<file path="config.mk">
export PLATFORM = sky130hd
export DESIGN_NAME = cr_field_mover
export DESIGN_NICKNAME = d
export VERILOG_FILES = /design/src/rtl/crfm_pkg.sv /design/src/rtl/crfm_mask_decode.sv /design/src/rtl/crfm_index_decode.sv /design/src/rtl/crfm_status_pack.sv /design/src/rtl/crfm_cr_reg.sv /design/src/rtl/cr_field_mover.sv
export SDC_FILE = /design/constraint.sdc
export NUM_CORES = 1
export LEC_CHECK = 0
export CAP_MARGIN = 20
export CORE_MARGIN = 2
export CORE_UTILIZATION = 33
export CTS_CLUSTER_DIAMETER = 80
export DETAILED_ROUTE_END_ITERATION = 16
export GPL_ROUTABILITY_DRIVEN = 0
export HOLD_SLACK_MARGIN = 0.06
export MAX_ROUTING_LAYER = met4
export PLACE_DENSITY_LB_ADDON = 0.25
export SYNTH_ARGS = -nofsm -noshare
export SYNTH_HDL_FRONTEND = slang
export SYNTH_SLANG_ARGS = --single-unit
export TNS_END_PERCENT = 10
</file>
<file path="constraint.sdc">
create_clock -name clk -period 7.1 [get_ports clk]
set_input_delay 1.42 -clock clk [delete_from_list [all_inputs] [get_ports clk]]
set_output_delay 1.42 -clock clk [all_outputs]
set_load 0.05 [all_outputs]
</file>
<file path="src/rtl/crfm_pkg.sv">
package crfm_pkg;

   typedef enum logic [1:0] {
      OPC_IDLE   = 2'b00,
      OPC_STATUS = 2'b01,
      OPC_FWRITE = 2'b10,
      OPC_FREAD  = 2'b11
   } crfm_op_e;

   typedef struct packed {
      logic ov;
      logic ov32;
      logic ca;
      logic ca32;
   } crfm_status_t;

   localparam int STATUS_BITS = 4;

endpackage

</file>
<file path="src/rtl/crfm_mask_decode.sv">
// Field mask decoder: finds the highest set bit and reports whether
// the mask is one-hot.
module crfm_mask_decode #(
   parameter int NUM_FIELDS = 8
) (
   input  logic [NUM_FIELDS-1:0] fld_mask,
   output logic                  one_hot,
   output logic [NUM_FIELDS-1:0] top_sel
);
   localparam int CNT_W = $clog2(NUM_FIELDS + 1);

   logic [CNT_W-1:0] set_cnt;
   logic             seen;

   generate
      if (NUM_FIELDS < 2) begin : g_bad_fields
         $error("crfm_mask_decode: NUM_FIELDS must be at least 2");
      end
   endgenerate

   // highest set bit wins
   always_comb begin
      top_sel = '0;
      seen    = 1'b0;
      for (int p = NUM_FIELDS - 1; p >= 0; p--) begin
         if (fld_mask[p] && !seen) begin
            top_sel[p] = 1'b1;
            seen       = 1'b1;
         end
      end
   end

   // population count
   always_comb begin
      set_cnt = '0;
      for (int p = 0; p < NUM_FIELDS; p++) begin
         set_cnt = set_cnt + CNT_W'(fld_mask[p]);
      end
   end

   assign one_hot = (set_cnt == CNT_W'(1));

endmodule

</file>
<file path="src/rtl/crfm_index_decode.sv">
// Converts a field index (0 = most significant field) into a one-hot
// select over field bit positions.
module crfm_index_decode #(
   parameter int NUM_FIELDS = 8,
   parameter int IDX_W      = $clog2(NUM_FIELDS)
) (
   input  logic [IDX_W-1:0]      fld_idx,
   output logic [NUM_FIELDS-1:0] pos_sel
);
   generate
      if ((1 << IDX_W) < NUM_FIELDS) begin : g_bad_idx
         $error("crfm_index_decode: IDX_W too narrow for NUM_FIELDS");
      end
      for (genvar p = 0; p < NUM_FIELDS; p++) begin : g_pos
         localparam logic [IDX_W-1:0] IDX_OF_POS = IDX_W'(NUM_FIELDS - 1 - p);
         assign pos_sel[p] = (fld_idx == IDX_OF_POS);
      end
   endgenerate

endmodule

</file>
<file path="src/rtl/crfm_status_pack.sv">
// Packs the four status flags into one field-wide value.
module crfm_status_pack
   import crfm_pkg::*;
#(
   parameter int FIELD_W = 4
) (
   input  crfm_status_t       st,
   output logic [FIELD_W-1:0] nib
);
   generate
      if (FIELD_W == STATUS_BITS) begin : g_exact
         assign nib = {st.ov, st.ov32, st.ca, st.ca32};
      end else if (FIELD_W > STATUS_BITS) begin : g_wide
         assign nib = {{(FIELD_W - STATUS_BITS){1'b0}}, st.ov, st.ov32, st.ca, st.ca32};
      end else begin : g_narrow
         $error("crfm_status_pack: FIELD_W must hold four status bits");
      end
   endgenerate

endmodule

</file>
<file path="src/rtl/crfm_cr_reg.sv">
// Condition register storage with per-field write selects.
module crfm_cr_reg #(
   parameter int FIELD_W    = 4,
   parameter int NUM_FIELDS = 8,
   parameter int CR_W       = FIELD_W * NUM_FIELDS
) (
   input  logic                  clk,
   input  logic                  rst,
   input  logic [NUM_FIELDS-1:0] wr_sel,
   input  logic [CR_W-1:0]       wr_data,
   output logic [CR_W-1:0]       cr_q
);
   logic [CR_W-1:0] cr_d;

   generate
      if (CR_W != FIELD_W * NUM_FIELDS) begin : g_bad_width
         $error("crfm_cr_reg: CR_W must equal FIELD_W * NUM_FIELDS");
      end
   endgenerate

   always_comb begin
      cr_d = cr_q;
      for (int p = 0; p < NUM_FIELDS; p++) begin
         if (wr_sel[p]) begin
            cr_d[p*FIELD_W +: FIELD_W] = wr_data[p*FIELD_W +: FIELD_W];
         end
      end
   end

   always_ff @(posedge clk) begin
      if (rst) begin
         cr_q <= '0;
      end else begin
         cr_q <= cr_d;
      end
   end

endmodule

</file>
<file path="src/rtl/cr_field_mover.sv">
// Condition register field move unit: status-to-field, single-field
// write and single-field read.
module cr_field_mover
   import crfm_pkg::*;
#(
   parameter int FIELD_W    = 4,
   parameter int NUM_FIELDS = 8,
   parameter int SRC_W      = 64,
   parameter int RES_W      = 64
) (
   input  logic                                clk,
   input  logic                                rst,
   input  logic                                op_valid,
   input  logic [1:0]                          op_code,
   input  logic [$clog2(NUM_FIELDS)-1:0]       fld_idx,
   input  logic [NUM_FIELDS-1:0]               fld_mask,
   input  logic [SRC_W-1:0]                    src_word,
   input  logic                                st_ov,
   input  logic                                st_ov32,
   input  logic                                st_ca,
   input  logic                                st_ca32,
   output logic [FIELD_W*NUM_FIELDS-1:0]       cr_value,
   output logic [RES_W-1:0]                    rd_word,
   output logic                                rd_we
);
   localparam int CR_W  = FIELD_W * NUM_FIELDS;
   localparam int IDX_W = $clog2(NUM_FIELDS);

   generate
      if (CR_W > SRC_W) begin : g_bad_src
         $error("cr_field_mover: SRC_W narrower than the register");
      end
      if (CR_W > RES_W) begin : g_bad_res
         $error("cr_field_mover: RES_W narrower than the register");
      end
   endgenerate

   crfm_op_e               op;
   logic                   is_status;
   logic                   is_fwrite;
   logic                   is_fread;
   logic                   mask_one_hot;
   logic [NUM_FIELDS-1:0]  mask_top_sel;
   logic [NUM_FIELDS-1:0]  idx_pos_sel;
   logic [FIELD_W-1:0]     status_nib;
   logic [NUM_FIELDS-1:0]  wr_sel;
   logic [CR_W-1:0]        wr_data;
   logic [CR_W-1:0]        cr_q;
   logic [CR_W-1:0]        rd_bit_mask;
   logic                   rd_hit;
   crfm_status_t           st_bundle;
   logic                   unused_src_hi;

   assign op        = crfm_op_e'(op_code);
   assign is_status = op_valid && (op == OPC_STATUS);
   assign is_fwrite = op_valid && (op == OPC_FWRITE);
   assign is_fread  = op_valid && (op == OPC_FREAD);

   assign st_bundle = '{ov: st_ov, ov32: st_ov32, ca: st_ca, ca32: st_ca32};

   crfm_mask_decode #(
      .NUM_FIELDS (NUM_FIELDS)
   ) i_mask_decode (
      .fld_mask (fld_mask),
      .one_hot  (mask_one_hot),
      .top_sel  (mask_top_sel)
   );

   crfm_index_decode #(
      .NUM_FIELDS (NUM_FIELDS),
      .IDX_W      (IDX_W)
   ) i_index_decode (
      .fld_idx (fld_idx),
      .pos_sel (idx_pos_sel)
   );

   crfm_status_pack #(
      .FIELD_W (FIELD_W)
   ) i_status_pack (
      .st  (st_bundle),
      .nib (status_nib)
   );

   // write steering
   always_comb begin
      wr_sel  = '0;
      wr_data = src_word[CR_W-1:0];
      if (is_status) begin
         wr_sel  = idx_pos_sel;
         wr_data = {NUM_FIELDS{status_nib}};
      end else if (is_fwrite && mask_one_hot) begin
         wr_sel  = mask_top_sel;
      end
   end

   crfm_cr_reg #(
      .FIELD_W    (FIELD_W),
      .NUM_FIELDS (NUM_FIELDS),
      .CR_W       (CR_W)
   ) i_cr_reg (
      .clk     (clk),
      .rst     (rst),
      .wr_sel  (wr_sel),
      .wr_data (wr_data),
      .cr_q    (cr_q)
   );

   // read path: expand field select into a bit mask
   generate
      for (genvar p = 0; p < NUM_FIELDS; p++) begin : g_rd_mask
         assign rd_bit_mask[p*FIELD_W +: FIELD_W] = {FIELD_W{mask_top_sel[p]}};
      end
      if (SRC_W > CR_W) begin : g_src_hi
         assign unused_src_hi = ^src_word[SRC_W-1:CR_W];
      end else begin : g_src_exact
         assign unused_src_hi = 1'b0;
      end
   endgenerate

   assign rd_hit   = is_fread && mask_one_hot;
   assign rd_we    = rd_hit;
   assign rd_word  = rd_hit ? RES_W'(cr_q & rd_bit_mask) : '0;
   assign cr_value = cr_q;

   // ---------------------------------------------------------------
   // assertions
   // ---------------------------------------------------------------
   AST_RESET_CLEARS: assert property (@(posedge clk) rst |=> (cr_value == '0));

   AST_STATUS_LANDS: assert property (@(posedge clk) disable iff (rst)
      is_status |=> (cr_value[(NUM_FIELDS - 1 - int'($past(fld_idx))) * FIELD_W +: FIELD_W]
                     == FIELD_W'({$past(st_ov), $past(st_ov32), $past(st_ca), $past(st_ca32)})));

   AST_WRITE_REJECT: assert property (@(posedge clk) disable iff (rst)
      (is_fwrite && ($countones(fld_mask) != 1)) |=> $stable(cr_value));

   AST_READ_ONEHOT: assert property (@(posedge clk) disable iff (rst)
      rd_we |-> ($countones(fld_mask) == 1));

   AST_READ_NO_WRITE: assert property (@(posedge clk) disable iff (rst)
      is_fread |=> $stable(cr_value));

   AST_IDLE_HOLDS: assert property (@(posedge clk) disable iff (rst)
      (!op_valid || (op_code == 2'b00)) |=> $stable(cr_value));

endmodule

</file>
==> results.toml <==
[worst_setup_path]
rr_startpoint = "i_cr_reg.cr_q[8]$_SDFFE_PP0P_"
crit_path_end_kind = "output pin"
critPathLaunch = "fld_mask[1]"
crit_slowest_cell = "fa_1"
start_kind = "input pin"
crit_type = "in -> out"
cp.arrival_ps = 5430
path_max_fanout = 7
max_stage_delay_ps = 510
crit_chain = "clkdlybuf4s50_1 -> ha_1 -> inv_1 -> fa_1 -> fa_1 -> inv_1 -> fa_1 -> inv_1 -> fa_1 -> nand4_2 -> nor4_4 -> inv_1 -> nor3_1 -> and2_1 -> buf_12"
cp_top_family = "adder cells"
required_ps = 5680
path_buf_inv = 6

[clock_network]
cts.htree.levels = 2
cts.sinks = 32
hold_buffers = 0
clk_pin_slew_ps = 60
cts_tree = "yes"
ctsResizeCount = 0
numCtsBuffers = 5
root_buffer = "clkbuf_8"
clock_latency_ps = 280
cts_post_setup_buffers_inserted = 0
clock_path_buffers = 2

[floorplanning]
ioPinCount = 181
die_w_um = 86.2
die_height_um = 86.2
rows = 29
start_util_pct = 34.7
core_um2 = 6420
dieArea_um2 = 7420

[synth]
synth_edf_count = 0
yosysWarningCount = 0
syn-instance-count = 277
synth_area_leaders = "dfxtp_1 (29%), a211oi_1 (12%), buf_4 (11%)"
synth_area_leader_cell = "dfxtp_1"
synth-seq-cells = 32
yosys_most_used_dff = "dfxtp_1"
yosys.area.top_type_share_pct = 28.8
avgSynthCellArea_um2 = 8.04
async_flop_share_pct = 0
synth_seq_area_share_pct = 28.8
yosysUniqueCellTypes = 32
syn-cell-area_um2 = 2230

[route]
wl_mm = 7.25
drtIter0Drc = 89
drc = 0
antenna_left = 0
wire_per_inst_um = 15.3
post_drt_via_cell_ratio = 4.98
vias = 2355
dr.pass1.iters = 4

[finish]
top_regs = "i_cr_reg.cr_q x32"
top_register = "i_cr_reg.cr_q"
final_common_cell = "clkdlybuf4s50_1"
drive_above_1_share_pct = 13.1
diodes = 0
largest_reg_flops = 32
layout_common_cells = "clkdlybuf4s50_1 (83), a211oi_1 (36), nor3_1 (35)"
syn2layout_area_growth_pct = 70.8
final_nets = 486
fin_area_um2 = 3800

[timing]
tns_ps = 0
finalSetupViolCount = 0
period_share_pct = 96.5
rsz0062_at_grt = "false"
worstMarginPinSlew_ps = 686
hold_slack_ps = 484
skew_ps = 0
setup_ws_ps = 246
fmax_mhz = 146
min_period_ps = 6850
hold_viol_final = 0
finalMaxSlewViolations = 0
maxSlewHeadroom_pct = 53.6

[worst_hold_path]
hp-start = "i_cr_reg.cr_q[3]$_SDFFE_PP0P_"
hp-class = "reg -> reg"

[global_route]
antenna_found_initial = 0
grt_pass1_vias = 2419
grtUsageTotal_pct = 20.7
grt_start_max_net_pins = 37
grt_pass1_wl_mm = 11.7
overflow = 0

[job]
maxCapViolCount = 0

[pwr]
finalPower_uw = 482
leakage_uw = 0.00142
power.density_nw_per_um2 = 127
irDropWorstVdd_mv = 0.0805

[placed_design]
dp_hpwl_mm = 5.66
portBuffers = 116
post-place-ws_ps = 247
placed_area_um2 = 3710

[outcome]
outcome = "complete, no violations"
-- path summary, 6_finish.rpt --
| path | to | slack, ps | depth (start not counted) |
|---|---|---|---|
| setup reg to reg | i_cr_reg.cr_q[8]$_SDFFE_PP0P_ | 6410 | 2 |
| hold / removal | i_cr_reg.cr_q[3]$_SDFFE_PP0P_ | 480 | 2 |
| setup / recovery | rd_word[15] | 250 | 15 |
| hold reg to reg | i_cr_reg.cr_q[3]$_SDFFE_PP0P_ | 480 | 2 |
-- cells by family after synthesis --
family	after synthesis	share of synthesized area, %
fa+ha+maj	7	5.28
buf+inv	63	16.0
compound gates	49	16.7
simple gates	125	33.0
other cells	1	0.168
flops	32	28.8
-- metal layers --
layer  wire (um)  vias up  share of wire, %  track usage, %
met2        3520      119                49            33.7
li1            -     1151                 -               -
met5           0        -                 0               -
met4          56        0              0.77            4.47
met3         597        5               8.2            5.49
met1        3070     1080                42            25.8
-- tightest hold or removal path: cells and delay by family (launching register included) --
kind | cells | cell delay [ps]
AOI/OAI and AO/OA | 1 | 60
buffers and inverters | 1 | 60
DFF | 1 | 310
-- layout make-up --
type	count	area, um2
multi-input combinational	213	1350
inverter	20	75.1
tap	77	96.3
sequential	32	641
fill	585	2620
timing repair buffer	123	1550
clock inverter	1	7.51
clock buffer	7	86.3
-- synthesized netlist by cell type, types with 2 or more instances --
cell	n
nor2_1	10
ha_1	3
buf_4	32
nor2b_1	24
fa_1	4
nor3_1	35
inv_1	20
nor4b_1	2
nor4_1	7
clkbuf_1	7
and2_1	29
a41oi_1	3
a31oi_1	3
a221oi_1	4
nand2_1	7
dfxtp_1	32
a211oi_1	36
nand2b_1	2
buf_1	4
-- per-stage QoR --
stage                     util, %  cells
after floorplan                 -    308
after global placement       57.3    464
after detailed placement     57.8    465
after CTS                    59.2    473
after global routing         59.2    473
final                        59.2    473
-- power breakdown --
group	total [uW]	switching [uW]	leakage, uW	internal (uW)
combinational	146	95.2	0.00112	50.8
clock	150	71.7	0.0000445	78.8
sequential	185	2.36	0.000258	183
total	482	169	0.00142	312
Power figures use the tool's default switching activity.
